## src/rtl/mcpg_pkg.sv

```systemverilog
package mcpg_pkg;
  localparam int ROWS   = 4;
  localparam int BW     = 8;
  localparam int COL_W  = ROWS * BW;
  localparam logic [BW-1:0] RED_LO = 8'h1B;

  function automatic logic [BW-1:0] xt2(input logic [BW-1:0] b);
    xt2 = {b[BW-2:0], 1'b0} ^ (b[BW-1] ? RED_LO : '0);
  endfunction
endpackage

```

## src/rtl/mcpg_mix.sv

```systemverilog
module mcpg_mix
  import mcpg_pkg::*;
(
  input  logic [COL_W-1:0] col_i,
  output logic [COL_W-1:0] col_o
);
  for (genvar r = 0; r < ROWS; r++) begin : g_row
    logic [BW-1:0] a, b, c, d;
    assign a = col_i[BW*r +: BW];
    assign b = col_i[BW*((r+1)%ROWS) +: BW];
    assign c = col_i[BW*((r+2)%ROWS) +: BW];
    assign d = col_i[BW*((r+3)%ROWS) +: BW];
    assign col_o[BW*r +: BW] = xt2(a) ^ xt2(b) ^ b ^ c ^ d;
  end
endmodule

```

## src/rtl/mcpg_predict.sv

```systemverilog
module mcpg_predict
  import mcpg_pkg::*;
(
  input  logic [COL_W-1:0] col_i,
  input  logic [ROWS-1:0]  par_i,
  output logic [ROWS-1:0]  par_o
);
  for (genvar r = 0; r < ROWS; r++) begin : g_row
    assign par_o[r] = par_i[r] ^ par_i[(r+2)%ROWS] ^ par_i[(r+3)%ROWS]
                    ^ col_i[BW*r + BW-1] ^ col_i[BW*((r+1)%ROWS) + BW-1];
  end
endmodule

```

## src/rtl/mcpg_check.sv

```systemverilog
module mcpg_check
  import mcpg_pkg::*;
(
  input  logic [COL_W-1:0] col_i,
  input  logic [ROWS-1:0]  pred_i,
  input  logic             en_i,
  output logic             err_o
);
  logic [ROWS-1:0] regen;
  for (genvar r = 0; r < ROWS; r++) begin : g_row
    assign regen[r] = ^col_i[BW*r +: BW];
  end
  assign err_o = en_i & (|(regen ^ pred_i));
endmodule

```

## src/rtl/mixcol_parity_guard.sv

```systemverilog
module mixcol_parity_guard
  import mcpg_pkg::*;
(
  input  logic             clk,
  input  logic             rst_n,
  input  logic             in_valid,
  input  logic [COL_W-1:0] in_col,
  input  logic [ROWS-1:0]  in_par,
  input  logic [COL_W-1:0] flip_mask,
  output logic [COL_W-1:0] out_col,
  output logic [ROWS-1:0]  out_par,
  output logic             out_valid,
  output logic             err
);
  logic [1:0]       rst_sync_q;
  logic             rst_int_n;
  logic [COL_W-1:0] mixed;
  logic [ROWS-1:0]  pred;
  logic [COL_W-1:0] col_d, col_q;
  logic [ROWS-1:0]  par_d, par_q;
  logic             vld_q;

  always_ff @(posedge clk or negedge rst_n) begin
    if (!rst_n) rst_sync_q <= 2'b00;
    else        rst_sync_q <= {rst_sync_q[0], 1'b1};
  end
  assign rst_int_n = rst_sync_q[1];

  mcpg_mix     u_mix  (.col_i(in_col), .col_o(mixed));
  mcpg_predict u_pred (.col_i(in_col), .par_i(in_par), .par_o(pred));

  always_comb begin
    col_d = col_q;
    par_d = par_q;
    if (in_valid) begin
      col_d = mixed ^ flip_mask;
      par_d = pred;
    end
  end

  always_ff @(posedge clk or negedge rst_int_n) begin
    if (!rst_int_n) begin
      col_q <= '0;
      par_q <= '0;
      vld_q <= 1'b0;
    end else begin
      col_q <= col_d;
      par_q <= par_d;
      vld_q <= in_valid;
    end
  end

  mcpg_check u_chk (.col_i(col_q), .pred_i(par_q), .en_i(vld_q), .err_o(err));

  assign out_col   = col_q;
  assign out_par   = par_q;
  assign out_valid = vld_q;
endmodule

```

## config.mk

```make
export PLATFORM = sky130hd
export DESIGN_NAME = mixcol_parity_guard
export DESIGN_NICKNAME = d
export VERILOG_FILES = /design/src/rtl/mcpg_pkg.sv /design/src/rtl/mcpg_mix.sv /design/src/rtl/mcpg_predict.sv /design/src/rtl/mcpg_check.sv /design/src/rtl/mixcol_parity_guard.sv
export SDC_FILE = /design/constraint.sdc
export NUM_CORES = 1
export LEC_CHECK = 0
export BUFFER_PORTS_ARGS = -buffer_cell sky130_fd_sc_hd__buf_4
export CORE_MARGIN = 5
export CORE_UTILIZATION = 40
export DETAILED_ROUTE_END_ITERATION = 10
export GPL_TIMING_DRIVEN = 0
export PLACE_DENSITY = 0.68
export SYNTH_ARGS = -nofsm -noshare
export SYNTH_HDL_FRONTEND = slang
export SYNTH_HIERARCHICAL = 1
export SYNTH_SLANG_ARGS = --single-unit
```

## constraint.sdc

```tcl
create_clock -name clk -period 1.7 [get_ports clk]
set_clock_uncertainty 0.1 [all_clocks]
set_input_delay 0.34 -clock clk [delete_from_list [all_inputs] [get_ports clk]]
set_output_delay 0.34 -clock clk [all_outputs]
set_load 0.03 [all_outputs]
```

==> results_dict.tcl <==
set metrics [dict create \
    dieWidth_um 99.98 \
    synth_area_um2 3238 \
    critPathMostFrequentCell "sky130_fd_sc_hd__xnor2_1" \
    fmaxAchievable_ghz 0.4041 \
    timing.final.setup_violations 1 \
    delay_of_the_slowest_cell_on_the_worst_path_ns 0.45 \
    critPathLaunchType "register" \
    yosysWarnings 6 \
    cts_sinks 39 \
    core-area_um2 7807 \
    via_count 2407 \
    status "finished, violations left" \
    placed_cell_area_um2 4189 \
    critical_path.cell_chain "xnor2_1 -> xnor3_2 -> xnor2_1 -> o41a_1 -> buf_6" \
    pin_count 109 \
    routed_wire_length_per_instance_um 16.17 \
    htree_num_levels 2 \
    clk-insertion-delay-late_ns 0.28 \
    hold-worst-slack_ns 0.07203 \
    grt_setup_unrepaired "true" \
    worst-path-stages 5 \
    finalWorstPathRequiredPeriod_ns 2.475 \
    worst_hold_path_type "in -> reg" \
    portBuffers 108 \
    grt_usage_pct 17.07 \
    worstPathArrival_ns 2.03 \
    fin_nets 495 \
    grt_pass1_wl_mm 13.14 \
    gr-total-overflow 0 \
    share_of_final_layout_standard_cells_stronger_than_drive_strength_1_pct 39.76 \
    ys_seq_area_share_pct 30.14 \
    worst_setup_hold_path_clk_slew_ns 0.08 \
    grt_pass1_vias 2564 \
    ant_nets 0 \
    wirelength_mm 8.520 \
    max-vdd-ir-drop_v 0.0003765 \
    dr_drc_count 0 \
    failed_checks "negative setup slack" \
    worst_hold_path.num_cells 1 \
    cp-end-kind "output pin" \
    critical_path.top_delay_family "XOR/XNOR gates" \
    area_of_the_die_um2 9995 \
    numPlacedInstances 508 \
    tritoncts_clock_tree "built" \
    synthesis.instances 298 \
    gp_routability_congestion 0.8237 \
    worst-slew-pin-transition_ns 0.8505 \
    initial_core_util_pct 41.47 \
    path_max_fanout 3 \
    synth_fp_nets 369 \
    post_synth.cell_area_avg_um2 10.87 \
    number_of_antenna_violations_at_the_first_check_in_global_routing 0 \
    cts-buffers-inserted 5 \
    grt_start_max_net_pins 38 \
    ff2ff_path_depth 0 \
    total_leakage_power_uw 0.001894 \
    dieHeight_um 99.98 \
    crit_buf_inv 1 \
    setup.worst_path.class "reg -> out" \
    synth.ff_latch_count 39 \
    cts-root-buf "sky130_fd_sc_hd__clkbuf_8" \
    design_area_um2 4456 \
    antenna_cells_inserted 0 \
    finalSetupTns_ns -0.7745 \
    drt_pass1_iterations 4 \
    min_period_over_period_pct 145.6 \
    timing.critical_path.required_ns 1.26 \
    max_slew_margin_pct 43.30 \
    max-clock-path-buffers 2 \
    maxCapViolCount 0 \
    detailed_place_hpwl_mm 6.992 \
    initialDrtViolationCount 107 \
    crit_path_top_delay_cell "sky130_fd_sc_hd__o41a_1" \
    stdcell_count 527 \
    report.final.slew_viol_count 0 \
    power.density_nw_per_um2 1308 \
    r2r-start "rst_sync_q[1]$_DFF_PN0_" \
    setup_slack_ns -0.7745 \
    flow.area_growth_from_synthesis_pct 37.60 \
    route.detailed.vias_per_inst 4.567 \
    utilization_after_layout_pct 57.07 \
    report.final.hold_viol_count 0 \
    synth.distinct_cells 17 \
    setup.worst_path.start "out_col[10]$_DFFE_PN0P_" \
    hp-start "in_valid" \
    rows 32 \
]
[power breakdown]
| part | internal [µW] | total (µW) | switching (µW) |
|---|---|---|---|
| Sequential | 1180 | 1460 | 276 |
| Combinational | 1800 | 3460 | 1660 |
| Clock | 587 | 914 | 327 |
| Total | 3560 | 5830 | 2260 |
[flip-flops by register name, summed over array words and instances, names as in the netlist]
| register | flops |
|---|---|
| out_col | 32 |
| out_par | 4 |
| rst_sync_q | 2 |
| out_valid | 1 |
[kinds of logic (layout without fill, tap and decap cells)]
group / count (synthesis) / in the layout / synth area share [%]
xor+xnor: 177 / 177 / 55.41
flops: 39 / 39 / 30.14
buf+inv: 12 / 139 / 3.593
simple gates: 32 / 32 / 3.710
compound gates: 33 / 33 / 5.294
mux: 4 / 4 / 1.739
other cells: 1 / 1 / 0.1158
[metal layers]
layer	global-route usage [%]	part of all wire, %	wire [µm]	vias up
met2	28.01	48	4093	79
li1	-	-	-	1190
met5	0	0	0	-
met4	4.041	1.2	106	0
met3	3.127	6.1	517	6
met1	23.44	45	3803	1132
[per-stage QoR]
step	total power, µW	setup slack [ns]
floorplan	3730	-0.4541
global placement	4696	-0.6008
detailed placement	4731	-0.6265
CTS	5808	-0.8236
global route	6142	-0.8351
finish	5829	-0.7745
[layout by cell type (no fill, tap or decap), types with 5 or more instances in the layout]
cell type / count
sky130_fd_sc_hd__xor2_2: 5
sky130_fd_sc_hd__nor2_1: 32
sky130_fd_sc_hd__xnor3_1: 6
sky130_fd_sc_hd__buf_6: 10
sky130_fd_sc_hd__dfrtp_2: 10
sky130_fd_sc_hd__clkbuf_8: 5
sky130_fd_sc_hd__xor2_1: 22
sky130_fd_sc_hd__a21oi_1: 32
sky130_fd_sc_hd__dfrtp_1: 29
sky130_fd_sc_hd__buf_4: 117
sky130_fd_sc_hd__xnor2_2: 9
sky130_fd_sc_hd__xnor2_1: 129
[cells in the mapped netlist, drive strengths merged]
library cell	n	area, µm²
dfrtp	39	975.9
xnor3	7	158.9
buf	12	116.4
nor2	32	120.1
o41a	1	11.26
a21oi	32	160.2
xor3	2	47.55
conb	1	3.750
mux2	4	56.30
xnor2	141	1321
xor2	27	266.5
[path summary, 6_finish.rpt]
check	end	slack (ns)
max	err	-0.77
min	out_valid$_DFF_PN0_	0.07
max reg2reg	out_col[30]$_DFFE_PN0P_	0.62
min reg2reg	rst_sync_q[1]$_DFF_PN0_	0.25
max in group asynchronous	out_col[30]$_DFFE_PN0P_	0.62
min in group asynchronous	rst_sync_q[1]$_DFF_PN0_	0.27
[repair_timing]
| action | in CTS | in global routing |
|---|---|---|
| hold buffers | 1 | 0 |
| cloned | 0 | 0 |
| resized for setup | 5 | 2 |
| pin swaps | 7 | 4 |
| setup buffers | 4 | 6 |
| endpoints found under the setup margin | 1 | 1 |
| hold endpoints to repair | 2 | 0 |
[final cells by class]
cell class                 count  area [µm²]
fill                         691        3352
multi-input combinational    247        2191
sequential                    39       988.4
timing repair buffer         119       899.6
tap                          102       127.6
buffer                        12       116.4
clock buffer                   6       72.57
clock inverter                 2       60.06
(Power assumes the default switching activity.)
